[src/rtl/bag_pkg.sv]
package bag_pkg;
  typedef enum logic [2:0] {
    OP_IDLE,
    OP_CLR,
    OP_LOAD,
    OP_HOLD,
    OP_RETX,
    OP_INC
  } ctr_op_e;

  function automatic ctr_op_e decode_op(input logic sel_mask, input logic clr,
                                         input logic ld, input logic retx,
                                         input logic en);
    if (clr && !sel_mask)      return OP_CLR;
    else if (ld && !sel_mask)  return OP_LOAD;
    else if (clr || ld)        return OP_HOLD;
    else if (retx)             return OP_RETX;
    else if (en)               return OP_INC;
    else                       return OP_IDLE;
  endfunction
endpackage

[src/rtl/bag_mask_reg.sv]
module bag_mask_reg #(
  parameter int AW = 16
) (
  input  logic          clk,
  input  logic          rst_n,
  input  logic          sel_mask,
  input  logic          clr,
  input  logic          ld,
  input  logic [AW-1:0] din,
  output logic [AW-1:0] mask
);
  localparam logic [AW-1:0] ALL_ONES = {AW{1'b1}};

  always_ff @(posedge clk or negedge rst_n) begin
    if (!rst_n)                mask <= ALL_ONES;
    else if (sel_mask && clr)  mask <= ALL_ONES;
    else if (sel_mask && ld)   mask <= din;
  end
endmodule

[src/rtl/bag_ctr_core.sv]
module bag_ctr_core
  import bag_pkg::*;
#(
  parameter int AW = 16
) (
  input  logic          clk,
  input  logic          rst_n,
  input  ctr_op_e       op,
  input  logic [AW-1:0] din,
  input  logic [AW-1:0] mask,
  output logic [AW-1:0] cnt,
  output logic          int_n
);
  localparam logic [AW-1:0] ZERO = '0;

  logic [AW-1:0] start_q;
  logic [AW-1:0] bumped;
  logic [AW-1:0] stepped;
  logic          hit_top;

  always_comb begin
    bumped  = cnt + 1'b1;
    stepped = (cnt & ~mask) | (bumped & mask);
    hit_top = (mask != ZERO) && ((stepped & mask) == mask);
  end

  always_ff @(posedge clk or negedge rst_n) begin
    if (!rst_n) begin
      cnt     <= ZERO;
      start_q <= ZERO;
      int_n   <= 1'b1;
    end else begin
      int_n <= 1'b1;
      unique case (op)
        OP_CLR:  cnt <= ZERO;
        OP_LOAD: begin
          cnt     <= din;
          start_q <= din;
        end
        OP_RETX: cnt <= start_q;
        OP_INC: begin
          cnt   <= stepped;
          int_n <= ~hit_top;
        end
        default: cnt <= cnt;
      endcase
    end
  end
endmodule

[src/rtl/bag_readback.sv]
module bag_readback #(
  parameter int AW = 16
) (
  input  logic          clk,
  input  logic          rst_n,
  input  logic          req,
  input  logic          sel_mask,
  input  logic [AW-1:0] cnt,
  input  logic [AW-1:0] mask,
  output logic          valid,
  output logic [AW-1:0] data
);
  always_ff @(posedge clk or negedge rst_n) begin
    if (!rst_n) begin
      valid <= 1'b0;
      data  <= '0;
    end else begin
      valid <= req;
      if (req) data <= sel_mask ? mask : cnt;
    end
  end
endmodule

[src/rtl/burst_addr_gen.sv]
module burst_addr_gen
  import bag_pkg::*;
#(
  parameter int AW = 16
) (
  input  logic          clk,
  input  logic          rst_n,
  input  logic          sel_mask,
  input  logic          ld_stb,
  input  logic          clr,
  input  logic          retx,
  input  logic          cnt_en,
  input  logic [AW-1:0] addr_in,
  input  logic          rb_req,
  output logic [AW-1:0] mem_addr,
  output logic          cnt_int_n,
  output logic          rb_valid,
  output logic [AW-1:0] rb_data
);
  ctr_op_e       op;
  logic [AW-1:0] mask_q;
  logic [AW-1:0] cnt_q;

  always_comb op = decode_op(sel_mask, clr, ld_stb, retx, cnt_en);

  bag_mask_reg #(.AW(AW)) u_mask (
    .clk(clk), .rst_n(rst_n), .sel_mask(sel_mask), .clr(clr),
    .ld(ld_stb), .din(addr_in), .mask(mask_q)
  );

  bag_ctr_core #(.AW(AW)) u_ctr (
    .clk(clk), .rst_n(rst_n), .op(op), .din(addr_in), .mask(mask_q),
    .cnt(cnt_q), .int_n(cnt_int_n)
  );

  bag_readback #(.AW(AW)) u_rb (
    .clk(clk), .rst_n(rst_n), .req(rb_req), .sel_mask(sel_mask),
    .cnt(cnt_q), .mask(mask_q), .valid(rb_valid), .data(rb_data)
  );

  assign mem_addr = cnt_q;
endmodule

[config.mk]
export PLATFORM = sky130hd
export DESIGN_NAME = burst_addr_gen
export DESIGN_NICKNAME = d
export VERILOG_FILES = /design/src/rtl/bag_pkg.sv /design/src/rtl/bag_mask_reg.sv /design/src/rtl/bag_ctr_core.sv /design/src/rtl/bag_readback.sv /design/src/rtl/burst_addr_gen.sv
export SDC_FILE = /design/constraint.sdc
export NUM_CORES = 1
export LEC_CHECK = 0
export ABC_AREA = 0
export ABC_CLOCK_PERIOD_IN_PS = 2650
export BUFFER_PORTS_ARGS = -buffer_cell sky130_fd_sc_hd__buf_2
export CAP_MARGIN = 10
export CORE_ASPECT_RATIO = 0.7
export CORE_MARGIN = 5
export CORE_UTILIZATION = 55
export CTS_BUF_LIST = sky130_fd_sc_hd__clkbuf_16
export DETAILED_ROUTE_END_ITERATION = 8
export GPL_TIMING_DRIVEN = 0
export PLACE_DENSITY = 0.77
export SKIP_CTS_REPAIR_TIMING = 1
export SLEW_MARGIN = 0
export SYNTH_ARGS = -nofsm -noshare
export SYNTH_HDL_FRONTEND = slang
export SYNTH_HIERARCHICAL = 1
export SYNTH_SLANG_ARGS = --single-unit
[constraint.sdc]
create_clock -name clk -period 2.65 [get_ports clk]
set_clock_uncertainty 0.15 [all_clocks]
set_input_delay 0.795 -clock clk [delete_from_list [all_inputs] [get_ports clk]]
set_output_delay 0.795 -clock clk [all_outputs]
set_load 0.005 [all_outputs]
==> results.ini <==
[status]
outcome = complete, no violations

[clock_tree]
clkSinkCount = 66
clk_latency_ns = 0.33
clk_pin_slew_ns = 0.05
clock_path_buffers = 2
cts-buffers-inserted = 9
root_buffer = clkbuf_16
cts_tree = done
htree_levels = 3

[logic_synthesis]
synthesis.area_um2 = 4140
synth_edf_count = 0
avgSynthCellArea_um2 = 9.79
ys_ff_latch = 66
synth_flop_cell = dfrtp_1
synth_fp_nets = 449
ys_types = 55
netlist_instances = 423
ys_async_sr_fraction_pct = 100
yosysSeqAreaShare_pct = 40.4
yosysWarnings = 6

[timing]
fin_crit_sh_pct = 95.3
final-setup-viol-count = 0
min_period_ns = 2.53
fmaxAchievable_ghz = 0.396
slew_headroom_pct = 44.8
slew_viol_final = 0
worstMarginPinSlew_ns = 0.829
rsz0062_at_grt = yes
finalHoldViolations = 0
setup_slack_ns = 0.125

[placement]
placement.io_buffers = 57
dpl_cell_area_um2 = 4550
post-place-ws_ns = -0.615
dp_hpwl_um = 8450
place_congestion = 0.928

[pwr]
powerDensity_nw_per_um2 = 659
peakVddDrop_mv = 0.371
p_leak_uw = 0.00200

[worst_setup_path]
crit_path_max_incr_delay_ns = 0.43
cp_slowest_cell = mux2_1
critPathBufInv = 1
crit_chain = buf_2, mux2_1, nor2b_2, nand2_2, a2111o_1, a211oi_1, nand4_1
crit_path_start_kind = input port
cp-end-kind = register
crit_fanout = 8
crit_family = compound AO/OA/AOI/OAI gates
setup.worst_path.class = input port to register
critical_path_arrival_ns = 2.59
crit_required_ns = 2.72

[floorplan]
dieWidth_um = 114
io_pins = 58
die-area_um2 = 9400
coreArea_um2 = 7320
die_y_um = 82.6
initial_core_util_pct = 56.6
rows = 26

[global_routing]
grt_pass1_wl_um = 19100
antenna_found_initial = 0
overflow = 0
grt_usage_pct = 26.5
grt_start_max_net_pins = 67
grt_pass1_vias = 3644

[cells_and_area]
fillers = 591
area_growth_pct = 17.5
finalNetCount = 518
regArea_um2 = 1670
postLayoutCellArea_um2 = 4870
multi_input_area_um2 = 2260
antenna_cells = 0
drive_gt1_share_pct = 32.4

[routing]
route.detailed.drc = 0
viasPerCell = 6.37
dr.first_iter.drc_count = 437
post_drt_wl_per_cell_um = 20.0
first_pass_iters = 5
routed_wirelength_um = 11900
ant_nets = 0
via_count = 3791

[hold_path]
hold_class = register to register

[job]
maxCapViolCount = 0

-- Yosys cell counts (2+ instances only) --
| cell | count | share of area, % |
|---|---|---|
| nor3_2 | 9 | 2.2 |
| nor4bb_2 | 8 | 3.1 |
| ha_1 | 2 | 0.60 |
| a22oi_1 | 2 | 0.36 |
| inv_1 | 5 | 0.45 |
| buf_4 | 4 | 0.72 |
| a21oi_1 | 36 | 4.3 |
| nand2b_1 | 3 | 0.45 |
| o221ai_1 | 11 | 2.3 |
| xnor2_1 | 9 | 1.9 |
| nand4_1 | 7 | 1.1 |
| a221o_1 | 2 | 0.48 |
| nor4_1 | 6 | 0.91 |
| nor2_1 | 52 | 4.7 |
| mux2_2 | 16 | 4.3 |
| dfrtp_1 | 49 | 30 |
| nand3_2 | 2 | 0.48 |
| buf_6 | 4 | 1.1 |
| clkbuf_1 | 14 | 1.3 |
| nand2_1 | 31 | 2.8 |
| nor4_2 | 2 | 0.60 |
| a221oi_1 | 2 | 0.42 |
| nor2b_1 | 4 | 0.60 |
| mux2i_1 | 32 | 7.7 |
| dfstp_2 | 17 | 11 |
| o21ai_0 | 9 | 1.1 |
| nor4_4 | 2 | 1.0 |
| nand3_1 | 3 | 0.36 |
| xor2_1 | 8 | 1.7 |
| nor4bb_1 | 7 | 1.7 |
| nand4_2 | 2 | 0.60 |
| o31ai_1 | 2 | 0.36 |
| buf_2 | 10 | 1.2 |
| nor3_1 | 30 | 3.6 |
-- sequential cells by signal (all words and copies together), names as in the netlist --
signal	flops
u_ctr/cnt	16
u_ctr/int_n	1
u_ctr/start_q	16
u_mask/mask	16
u_rb/data	16
u_rb/valid	1
-- metrics by stage --
stage	setup TNS (ns)	hold WS, ns	std cells	utilization [%]	power, uW
2_1_floorplan	0	0.330	423	-	1770
3_3_place_gp	-9.18	0.342	578	62.2	2030
3_5_place_dp	-11.15	0.348	578	62.2	2060
4_1_cts	-2.68	0.360	594	66.1	3210
5_1_grt	-0.00722	0.374	595	66.5	3360
6_report	0	0.353	595	66.5	3210
-- routing by layer --
layer	share of wire [%]	wire, um	track usage (%)
met3	12	1490	7.06
met5	0	0	0
met4	2.3	275	9.84
met1	43	5130	37.6
met2	42	5010	39.0
-- worst paths after layout --
check                      depth (start not counted)  slack [ns]                           end                         start
min in group asynchronous                          1        0.41     u_rb/data[10]$_DFFE_PN0P_                         rst_n
hold / removal                                     1        0.35  u_ctr/start_q[3]$_DFFE_PN0N_  u_ctr/start_q[3]$_DFFE_PN0N_
setup reg to reg                                   6        0.18         u_ctr/int_n$_DFF_PN1_      u_ctr/cnt[0]$_DFFE_PN0P_
max in group asynchronous                          1        1.39     u_ctr/cnt[14]$_DFFE_PN0P_                         rst_n
setup / recovery                                   7        0.12         u_ctr/int_n$_DFF_PN1_                           clr
hold reg to reg                                    1        0.35  u_ctr/start_q[3]$_DFFE_PN0N_  u_ctr/start_q[3]$_DFFE_PN0N_
-- cell usage in the layout, fill, tap and decap left out, types with 7 or more instances in the layout --
master and instances:
a21oi_1 36, buf_2 66, clkbuf_1 10, clkbuf_16 9, dfrtp_1 49, dfstp_2 17, mux2_2 16, mux2i_1 32
nand2_1 30, nand4_1 7, nor2_1 52, nor3_1 30, nor3_2 9, nor4bb_1 7, nor4bb_2 8, o21ai_0 9
o221ai_1 11, xnor2_1 9, xor2_1 8
-- where the power goes --
part	switching [uW]	leakage (uW)	internal (uW)
registers	178	0.000772	1190
logic	382	0.00108	313
clock network	424	0.000148	717
-- layout make-up --
cell class	instances	area share [%]
Sequential cell	66	34.4
Clock inverter	7	1.26
Inverter	5	0.386
Multi-Input combinational cell	318	46.5
Clock buffer	9	4.63
Buffer	34	4.24
Timing Repair Buffer	58	6.07
Tap cell	98	2.52
-- logic make-up after synthesis --
group / count (synthesis) / share of synthesized area, %
XOR/XNOR: 17 / 3.59
multiplexers: 49 / 12.4
buffers and inverters: 39 / 5.32
adder cells (fa/ha/maj): 2 / 0.604
AND/OR/NAND/NOR: 176 / 26.2
flip-flops: 66 / 40.4
AO/OA/AOI/OAI: 74 / 11.5
Note: power is estimated with default switching activity, not from simulation.
